[config.mk]
export PLATFORM = sky130hd
export DESIGN_NAME = cart_irq_timer
export DESIGN_NICKNAME = d
export VERILOG_FILES = /design/src/rtl/cart_irq_timer_pkg.sv /design/src/rtl/cart_irq_src_sel.sv /design/src/rtl/cart_irq_step_chain.sv /design/src/rtl/cart_irq_line.sv /design/src/rtl/cart_irq_timer.sv
export SDC_FILE = /design/constraint.sdc
export NUM_CORES = 1
export LEC_CHECK = 0
export BUFFER_PORTS_ARGS = -buffer_cell sky130_fd_sc_hd__buf_2
export CAP_MARGIN = 0
export CORE_MARGIN = 4
export CORE_UTILIZATION = 60
export CTS_CLUSTER_DIAMETER = 200
export DETAILED_ROUTE_END_ITERATION = 16
export PLACE_DENSITY = 0.77
export SLEW_MARGIN = 20
export SYNTH_ARGS = -nofsm -noshare
export SYNTH_HDL_FRONTEND = slang
export SYNTH_SLANG_ARGS = --single-unit
export TNS_END_PERCENT = 5
[constraint.sdc]
create_clock -name clk -period 30 [get_ports clk]
set_input_delay 3 -clock clk [delete_from_list [all_inputs] [get_ports clk]]
set_output_delay 3 -clock clk [all_outputs]
set_load 0.05 [all_outputs]
[src/rtl/cart_irq_timer_pkg.sv]
package cart_irq_timer_pkg;

    // register offsets whose meaning the control logic decodes
    localparam logic [2:0] OFS_ENABLE  = 3'd0;
    localparam logic [2:0] OFS_MODE    = 3'd1;
    localparam logic [2:0] OFS_DISABLE = 3'd2;
    localparam logic [2:0] OFS_ARM     = 3'd3;
    localparam logic [2:0] OFS_PRE     = 3'd4;
    localparam logic [2:0] OFS_CNT     = 3'd5;
    localparam logic [2:0] OFS_XOR     = 3'd6;

    typedef enum logic [1:0] {
        SRC_CPU   = 2'd0,
        SRC_A12   = 2'd1,
        SRC_RDCHG = 2'd2,
        SRC_WRITE = 2'd3
    } clk_src_t;

    typedef enum logic [1:0] {
        LINE_OFF   = 2'd0,
        LINE_ARMED = 2'd1,
        LINE_FIRED = 2'd2
    } line_state_t;

endpackage

[src/rtl/cart_irq_src_sel.sv]
module cart_irq_src_sel
    import cart_irq_timer_pkg::*;
#(
    parameter int ADDR_W    = 14,
    parameter int A12_STEPS = 8,
    parameter int RD_STEPS  = 2,
    parameter int STEP_W    = 4
) (
    input  logic              clk,
    input  logic              rst_n,
    input  logic [1:0]        sel,
    input  logic              tick_cpu,
    input  logic              tick_a12,
    input  logic              ppu_rd,
    input  logic [ADDR_W-1:0] ppu_addr,
    input  logic              tick_wr,
    output logic [STEP_W-1:0] steps
);

    logic [ADDR_W-1:0] last_addr_q;
    logic              rd_new;

    assign rd_new = ppu_rd && (ppu_addr != last_addr_q);

    // address history is tracked whichever source is selected
    always_ff @(posedge clk or negedge rst_n) begin
        if (!rst_n)
            last_addr_q <= '0;
        else if (ppu_rd)
            last_addr_q <= ppu_addr;
    end

    always_comb begin
        unique case (clk_src_t'(sel))
            SRC_CPU:   steps = tick_cpu ? STEP_W'(1) : '0;
            SRC_A12:   steps = tick_a12 ? STEP_W'(A12_STEPS) : '0;
            SRC_RDCHG: steps = rd_new   ? STEP_W'(RD_STEPS) : '0;
            SRC_WRITE: steps = tick_wr  ? STEP_W'(1) : '0;
            default:   steps = '0;
        endcase
    end

endmodule

[src/rtl/cart_irq_step_chain.sv]
module cart_irq_step_chain #(
    parameter int PRE_W     = 8,
    parameter int CNT_W     = 8,
    parameter int NARROW_W  = 3,
    parameter int MAX_STEPS = 8,
    parameter int STEP_W    = 4
) (
    input  logic [PRE_W-1:0]  pre_in,
    input  logic [CNT_W-1:0]  cnt_in,
    input  logic              up,
    input  logic              down,
    input  logic              narrow,
    input  logic [STEP_W-1:0] steps,
    output logic [PRE_W-1:0]  pre_out,
    output logic [CNT_W-1:0]  cnt_out,
    output logic              wrap
);

    localparam logic [PRE_W-1:0] NARROW_MASK = PRE_W'((1 << NARROW_W) - 1);

    logic [PRE_W-1:0] mask;
    logic [PRE_W-1:0] pre_s [MAX_STEPS+1];
    logic [CNT_W-1:0] cnt_s [MAX_STEPS+1];
    logic [MAX_STEPS:0] wrap_s;

    assign mask      = narrow ? NARROW_MASK : '1;
    assign pre_s[0]  = pre_in;
    assign cnt_s[0]  = cnt_in;
    assign wrap_s[0] = 1'b0;

    // one unrolled stage per possible prescaler step in a clock
    for (genvar g = 0; g < MAX_STEPS; g++) begin : g_stage
        localparam logic [STEP_W-1:0] IDX = STEP_W'(g);
        logic             active;
        logic             carry;
        logic             hit;
        logic [PRE_W-1:0] pn;
        logic [CNT_W-1:0] cn;

        assign active = (up || down) && (steps > IDX);
        assign pn     = up ? pre_s[g] + 1'b1 : pre_s[g] - 1'b1;
        assign carry  = up ? ((pn & mask) == '0) : ((pn & mask) == mask);
        assign cn     = up ? cnt_s[g] + 1'b1 : cnt_s[g] - 1'b1;
        assign hit    = up ? (cn == '0) : (cn == '1);

        assign pre_s[g+1]  = active ? pn : pre_s[g];
        assign cnt_s[g+1]  = (active && carry) ? cn : cnt_s[g];
        assign wrap_s[g+1] = wrap_s[g] | (active && carry && hit);
    end

    assign pre_out = pre_s[MAX_STEPS];
    assign cnt_out = cnt_s[MAX_STEPS];
    assign wrap    = wrap_s[MAX_STEPS];

endmodule

[src/rtl/cart_irq_line.sv]
module cart_irq_line
    import cart_irq_timer_pkg::*;
(
    input  logic clk,
    input  logic rst_n,
    input  logic en_wr,
    input  logic dis_wr,
    input  logic wrap,
    output logic irq
);

    line_state_t state_q;
    line_state_t state_d;

    always_ff @(posedge clk or negedge rst_n) begin
        if (!rst_n)
            state_q <= LINE_OFF;
        else
            state_q <= state_d;
    end

    always_comb begin
        state_d = state_q;
        unique case (state_q)
            LINE_OFF:   if (en_wr) state_d = LINE_ARMED;        // T_ENABLE
            LINE_ARMED: begin
                if (dis_wr)    state_d = LINE_OFF;              // T_DISABLE
                else if (wrap) state_d = LINE_FIRED;            // T_WRAP
            end
            LINE_FIRED: if (dis_wr) state_d = LINE_OFF;         // T_ACK
            default:    state_d = LINE_OFF;
        endcase
    end

    always_comb begin
        irq = (state_q == LINE_FIRED);
    end

endmodule

[src/rtl/cart_irq_timer.sv]
module cart_irq_timer
    import cart_irq_timer_pkg::*;
#(
    parameter int DATA_W    = 8,
    parameter int ADDR_W    = 14,
    parameter int NARROW_W  = 3,
    parameter int A12_STEPS = 8,
    parameter int RD_STEPS  = 2
) (
    input  logic              clk,
    input  logic              rst_n,
    input  logic              wr_en,
    input  logic [2:0]        wr_addr,
    input  logic [DATA_W-1:0] wr_data,
    input  logic              tick_cpu,
    input  logic              tick_a12,
    input  logic              ppu_rd,
    input  logic [ADDR_W-1:0] ppu_addr,
    input  logic              tick_wr,
    output logic              irq
);

    localparam int MAX_STEPS = (A12_STEPS > RD_STEPS) ? A12_STEPS : RD_STEPS;
    localparam int STEP_W    = $clog2(MAX_STEPS + 1);

    logic [1:0]        dir_q;
    logic              narrow_q;
    logic [1:0]        src_q;
    logic [DATA_W-1:0] xor_q;
    logic [DATA_W-1:0] pre_q;
    logic [DATA_W-1:0] cnt_q;
    logic [DATA_W-1:0] pre_nx;
    logic [DATA_W-1:0] cnt_nx;
    logic [STEP_W-1:0] steps;
    logic              chain_wrap;
    logic              wrap_hit;
    logic              wr_mode, wr_pre, wr_cnt, wr_xor;
    logic              en_wr, dis_wr;

    assign wr_mode = wr_en && (wr_addr == OFS_MODE);
    assign wr_pre  = wr_en && (wr_addr == OFS_PRE);
    assign wr_cnt  = wr_en && (wr_addr == OFS_CNT);
    assign wr_xor  = wr_en && (wr_addr == OFS_XOR);
    assign en_wr   = wr_en && (((wr_addr == OFS_ENABLE) && wr_data[0]) ||
                               (wr_addr == OFS_ARM));
    assign dis_wr  = wr_en && (((wr_addr == OFS_ENABLE) && !wr_data[0]) ||
                               (wr_addr == OFS_DISABLE));

    // a load of the main counter discards any step into it this clock
    assign wrap_hit = chain_wrap && !wr_cnt;

    cart_irq_src_sel #(
        .ADDR_W    (ADDR_W),
        .A12_STEPS (A12_STEPS),
        .RD_STEPS  (RD_STEPS),
        .STEP_W    (STEP_W)
    ) u_src (
        .clk      (clk),
        .rst_n    (rst_n),
        .sel      (src_q),
        .tick_cpu (tick_cpu),
        .tick_a12 (tick_a12),
        .ppu_rd   (ppu_rd),
        .ppu_addr (ppu_addr),
        .tick_wr  (tick_wr),
        .steps    (steps)
    );

    cart_irq_step_chain #(
        .PRE_W     (DATA_W),
        .CNT_W     (DATA_W),
        .NARROW_W  (NARROW_W),
        .MAX_STEPS (MAX_STEPS),
        .STEP_W    (STEP_W)
    ) u_chain (
        .pre_in  (pre_q),
        .cnt_in  (cnt_q),
        .up      (dir_q == 2'b01),
        .down    (dir_q == 2'b10),
        .narrow  (narrow_q),
        .steps   (steps),
        .pre_out (pre_nx),
        .cnt_out (cnt_nx),
        .wrap    (chain_wrap)
    );

    cart_irq_line u_line (
        .clk    (clk),
        .rst_n  (rst_n),
        .en_wr  (en_wr),
        .dis_wr (dis_wr),
        .wrap   (wrap_hit),
        .irq    (irq)
    );

    always_ff @(posedge clk or negedge rst_n) begin
        if (!rst_n) begin
            dir_q    <= '0;
            narrow_q <= 1'b0;
            src_q    <= '0;
            xor_q    <= '0;
            pre_q    <= '0;
            cnt_q    <= '0;
        end else begin
            if (wr_mode) begin
                dir_q    <= wr_data[7:6];
                narrow_q <= wr_data[2];
                src_q    <= wr_data[1:0];
            end
            if (wr_xor)
                xor_q <= wr_data;
            pre_q <= wr_pre ? (wr_data ^ xor_q) : pre_nx;
            cnt_q <= wr_cnt ? (wr_data ^ xor_q) : cnt_nx;
        end
    end

endmodule

==> key figures, run 1 <==
Worst setup path
  • Top cell by count, worst path: ha_1
  • CP startpoint kind: input pin
  • Setup CP Type: in2reg
  • CP endpoint kind: register
  • Req. time, crit path: 30.23 ns
  • WP data arrival: 16.60 ns
  • Critical path's slowest cell: nor2_1
  • Crit-path max cell delay: 0.82 ns
  • CP Max Fanout: 14

Die
  • Rows: 45
  • IO Pins: 33
  • Starting Density: 62.0%
  • Die W: 134 um
  • Die H: 134 um
  • CORE AREA: about 0.015 mm^2
  • DIE AREA: 0.0180 mm^2

Synthesis
  • Post-synthesis area per instance: 8.33 um^2
  • Main flop type after synthesis: dfrtp_1
  • Seq/Total Area, Yosys: 11.8%
  • Cells after Synth: about 1100
  • Synth unique cells: 93
  • Asr flop ratio synth: 100%
  • Mapped Nets: 1325
  • Synth Register Bits: 45
  • Synth warn: 0
  • Post-synth EDFFs: 0
  • Post-synthesis cell area: 0.00956 mm^2

Placed design
  • DP Cell Count: 1371
  • Area after DPL: a little under 0.01 mm^2
  • # port buffers: 32
  • GPL Wtd Cong: 0.870
  • DP HPWL: 18.7 mm

Layout
  • Final Instance Count excl. Fillers: 1381
  • Layout cells sized above 1: between 10% and 20%
  • Area Growth Syn to Fin: 5.73%
  • Design area: 0.0101 mm^2
  • Layout fillers: 1335
  • Final nets: 1344

Global route
  • All-Layer GR Usage: 25.9%
  • Vias in the first global route: 8068
  • Largest net degree at the start of global routing: 52
  • Grt total ovfl: 0
  • First-pass GRT wire length: 39.3 mm
  • Initial antenna violation count: 1

Clock network
  • Root Buffer: clkbuf_16
  • CTS sink count: 45
  • H-tree Lvls: 2
  • Num CTS Buffers: 5
  • Post-CTS setup buffers: 0
  • Reg clk slew, reported paths: 0.06 ns
  • TritonCTS clock tree: built
  • Resize count post-CTS: 0
  • Clk buf depth: 2
  • CTS Hold Bufs: 0
  • Clock Latency Late Sink: 0.29 ns

Timing
  • Hold WS: a little over 0.5 ns
  • Final hold vios: 0
  • Setup TNS: 0 ns
  • Unrepaired setup endpoints after global routing: false
  • Final period utilization: 54.6%
  • Clock skew: 0.00382 ns
  • Actual slew at the worst max-slew pin: 1.09 ns
  • Peak Freq: 61.1 MHz
  • Slew Limit Fails: 0
  • Rel. slew slack: 27.3%
  • Final min period: roughly 16 ns
  • # setup viols final: 0

Detailed routing
  • Final ANT Viol Nets: 0
  • Drt initial violations: slightly above 600
  • DRC Markers: 0
  • WL/cell: 17.1 um
  • Initial DRT Pass Iterations: 5
  • Via Count: 8513
  • WL final: 23.7 mm
  • Via-to-Cell Ratio: around 6

Run status
  • Outcome: completed

Worst hold path
  • Hold crit path type: reg2reg

Flow run
  • Max-Cap Viols: 0
cell families (layout without fill, tap and decap cells):
kind of cell	count (synthesis)	in the layout	synth area share (%)
multiplexers	81	81	9.33
adder cells (fa/ha/maj)	145	145	20.2
AND/OR/NAND/NOR	367	367	20.1
buffers and inverters	80	100	3.31
flip-flops	45	45	11.8
XOR/XNOR	150	150	15.3
AO/OA/AOI/OAI	280	280	20.0
other	0	2	0
state kept, by name, indices dropped and copies added, names as in the netlist:
name               cells
dir_q                  2
src_q                  2
u_line.state_q         2
u_src.last_addr_q     14
pre_q                  8
narrow_q               1
cnt_q                  8
xor_q                  8
cell type report:
| class | instances | area (um^2) | share of cell area [%] |
|---|---|---|---|
| sequential | 45 | 1130 | 11.1 |
| multi-input combinational | 1023 | 8120 | 80.3 |
| clock inverter | 3 | 48.8 | 0.483 |
| antenna | 2 | 5.00 | 0.0495 |
| timing repair buffer | 40 | 220 | 2.18 |
| inverter | 52 | 199 | 1.97 |
| tap | 211 | 264 | 2.61 |
| clock buffer | 5 | 125 | 1.24 |
routing by layer:
metal  vias to the layer above  routed length, um  GRT usage (%)
li1                       4218                  -              -
met1                      4033              11500           37.8
met2                       229              10600           42.3
met3                        33               1270           2.74
met4                         0                284           4.13
met5                         -                  0              0
synthesized netlist by cell type (4+ instances only):
master    instances  area [um^2]
nor2_1           93          349
xnor2_2           7          114
o31ai_1           6         45.0
and3_1           15         93.8
o21ai_0          57          285
nand2b_1         19          119
or3_1             7         43.8
or4_1             9         67.6
ha_1            129         1610
o21a_1           20          150
xnor2_1          81          709
a21o_1           26          195
inv_1            47          176
mux2_2           58          653
and4_1            8         70.1
fa_1             16          320
inv_2             4         15.0
nor3b_1          11         82.6
a21oi_1          81          405
nor3_1           12         60.1
nand4_1          15         93.8
nor4_1           15         93.8
o211ai_1          4         30.0
nor2b_1          18          113
xor2_1           56          490
nand3_1          22          110
buf_1             4         15.0
nand3b_1          6         45.0
and2_1            4         25.0
mux2i_1          21          210
clkbuf_1         19         71.3
dfrtp_1          45         1130
a31oi_1          13         81.3
o21bai_1         17          128
nand2_1          91          342
a211oi_1          8         60.1
final timing paths:
path / startpoint / end / slack (ns) / cells after the start
worst max-delay path: ppu_addr[2] / u_line.state_q[1]$_DFFE_PN0P_ / 13.63 / 54
worst min-delay path: u_line.state_q[1]$_DFFE_PN0P_ / u_line.state_q[0]$_DFFE_PN0P_ / 0.51 / 1
min in group asynchronous: rst_n / u_src.last_addr_q[3]$_DFFE_PN0P_ / 2.87 / 1
worst min register to register: u_line.state_q[1]$_DFFE_PN0P_ / u_line.state_q[0]$_DFFE_PN0P_ / 0.51 / 1
max in group asynchronous: rst_n / xor_q[4]$_DFFE_PN0P_ / 26.51 / 1
worst max register to register: u_src.last_addr_q[2]$_DFFE_PN0P_ / u_line.state_q[1]$_DFFE_PN0P_ / 16.04 / 53
critical path: cells and delay by family:
family	cells	cell delay [ns]
AOI/OAI and AO/OA	17	4.18
xor gates and xnor gates	9	2.03
adders and majority gates	7	2.59
buffers and inverters	1	0.11
muxes	5	1.58
and+or+nand+nor	15	3.09
layout by cell type (no fill, tap or decap), types with 5 or more instances in the layout:
cell,n
or3_1,7
nor2_1,93
buf_2,32
mux2_2,58
and4_1,8
a211oi_1,8
o21ai_0,57
fa_1,16
o21a_1,20
mux2i_1,21
dfrtp_1,45
nor3b_1,11
nand4_1,15
or4_1,9
inv_1,47
nand2b_1,19
nor3_1,12
a21o_1,26
nand3_1,22
o21bai_1,17
nor4_1,15
nor2b_1,18
a31oi_1,13
and3_1,15
o31ai_1,6
nand2_1,91
nand3b_1,6
ha_1,128
buf_4,8
xnor2_2,7
clkbuf_16,5
xnor2_1,81
xor2_1,56
a21oi_1,81
stage by stage:
stage | utilization (%) | setup slack [ns]
2_1_floorplan | - | 14.86
3_3_place_gp | 64.4 | 13.91
3_5_place_dp | 64.4 | 13.48
4_1_cts | 65.5 | 13.75
5_1_grt | 65.5 | 12.51
6_report | 65.5 | 13.63
Power of run 1 is not shown: default switching activity piles up to over one toggle a cycle in this logic, so the estimate is an artifact.
==> run 2, diff against run 1 <==
==> constraint.sdc (replaced) <==
create_clock -name clk -period 15.6 [get_ports clk]
set_input_delay 1.56 -clock clk [delete_from_list [all_inputs] [get_ports clk]]
set_output_delay 1.56 -clock clk [all_outputs]
set_load 0.05 [all_outputs]
==> run 2 against run 1 <==
  * Wire length decreased by 0.55%
  * Non-clock buffer count stayed put
  * Sequential cell count unchanged
  * Die area unchanged
  * Worst setup slack lost 12 ns
  * Count of clock-buffer cells in the layout up 1
  * Critical path depth up 1
  * Sequential share of layout area about the same
==> key figures, run 2 (synthesis gave the netlist of run 1 again) <==
Layout
  • Commonest non-fill, non-tap cell in the layout: ha_1
  • Sequential cell area: 0.00113 mm^2
  • Commonest cells after routing, fill and taps aside: 128 x ha_1, 93 x nor2_1, 91 x nand2_1
  • Max FFs per register: 14
  • Ant diodes: 0
  • Footprint of the multi-input gates: 0.00814 mm^2
  • Most flop-heavy register: u_src.last_addr_q
  • Area Growth Syn to Fin: 5.90%
  • Final nets: roughly 1300
  • Final Instance Count excl. Fillers: between 1000 and 1500
  • Layout cells sized above 1: 13.4%
  • Layout fillers: roughly 1300

Timing
  • # setup viols final: 0
  • PnR worst setup slack: 1.18 ns
  • Peak Freq: 69.3 MHz
  • Slew Limit Fails: 0
  • Unrepaired setup endpoints after global routing: false
  • Final period utilization: 92.4%
  • Final min period: 14.42 ns
  • Rel. slew slack: 30.4%
  • Setup TNS: 0 ns
  • Clock skew: 0.00198 ns
  • Actual slew at the worst max-slew pin: approximately 1.0 ns
  • Final hold vios: 0

Die
  • Rows: 45
  • DIE AREA: between 0.015 and 0.02 mm^2
  • CORE AREA: between 0.015 and 0.02 mm^2
  • Starting Density: approximately 62%
  • IO Pins: 33
  • Die H: 134 um
  • Die W: 134 um

Worst setup path
  • WP data arrival: roughly 15 ns
  • CP Max Fanout: 12
  • Critical path buffer and inverter count: 3
  • Setup CP Type: in2reg
  • Req. time, crit path: 15.83 ns
  • Crit-path max cell delay: 0.50 ns
  • Top delay family on crit path: compound AO/OA/AOI/OAI gates
  • Top cell by count, worst path: xnor2_1
  • Critical path's slowest cell: a21oi_4
  • Reg2Reg Setup Slack: slightly above 2 ns
  • CP endpoint kind: register
  • CP startpoint kind: input pin

Flow run
  • Max-Cap Viols: 0

Detailed routing
  • Via Count: 8484
  • Initial DRT Pass Iterations: 5
  • WL final: between 20 and 25 mm
  • DRC Markers: 0
  • WL/cell: ~17 um
  • Final ANT Viol Nets: 0
  • Drt initial violations: 695
  • Via-to-Cell Ratio: 6.15

Clock network
  • CTS sink count: 45
  • Clock Latency Late Sink: 0.29 ns
  • H-tree Lvls: 2
  • Num CTS Buffers: 5
  • Reg clk slew, reported paths: about 0.060 ns
  • TritonCTS clock tree: built
  • Root Buffer: clkbuf_16
  • Clk buf depth: 2

Placed design
  • # port buffers: 32
  • DP Cell Count: 1371
  • GPL Wtd Cong: between 0.8 and 0.9
  • DP HPWL: 18.3 mm
  • Setup slack at placement: 0.705 ns

Global route
  • All-Layer GR Usage: about 26%
  • Vias in the first global route: 8070
  • Initial antenna violation count: 0
  • Grt total ovfl: 0
  • First-pass GRT wire length: 39.2 mm
  • Largest net degree at the start of global routing: between 60 and 70

Run status
  • Outcome: completed

Worst hold path
  • Hold crit path type: reg2reg
## run 2: layout make-up
cell class                      instances  area share [%]
Tap cell                              211            2.61
Inverter                               52            1.96
Timing Repair Buffer                   40            2.17
Clock buffer                            6            1.37
Sequential cell                        45            11.1
Clock inverter                          2           0.371
Multi-Input combinational cell       1023            80.4
## run 2: metal layers
metal,share of wire (%),GRT usage (%),vias up
met1,49,38.0,4006
met5,0,0,-
li1,-,-,4230
met2,45,42.1,219
met3,4.7,2.21,29
met4,1.6,4.98,0
## run 2: per-stage QoR
stage | hold WS (ns) | instance area (um^2) | util (%)
after floorplan | 0.450 | 9560 | -
after global placement | 0.498 | 9930 | 64.4
after detailed placement | 0.497 | 9930 | 64.4
after CTS | 0.501 | 10100 | 65.5
after global routing | 0.536 | 10100 | 65.7
final | 0.503 | 10100 | 65.7
## run 2: path summary, 6_finish.rpt
kind	from	to	cells after the start
max	ppu_addr[5]	u_line.state_q[1]$_DFFE_PN0P_	55
min reg2reg	u_line.state_q[1]$_DFFE_PN0P_	u_line.state_q[0]$_DFFE_PN0P_	1
max in group asynchronous	rst_n	cnt_q[0]$_DFF_PN0_	1
min	u_line.state_q[1]$_DFFE_PN0P_	u_line.state_q[0]$_DFFE_PN0P_	1
max reg2reg	dir_q[1]$_DFFE_PN0P_	u_line.state_q[1]$_DFFE_PN0P_	55
min in group asynchronous	rst_n	u_src.last_addr_q[3]$_DFFE_PN0P_	1
## run 2: what timing repair did
action	in CTS	in global routing
endpoints found under the setup margin	0	2
buffers inserted	0	0
hold buffers	0	0
resized for setup	0	2
Power of run 2 is left out for the same reason.
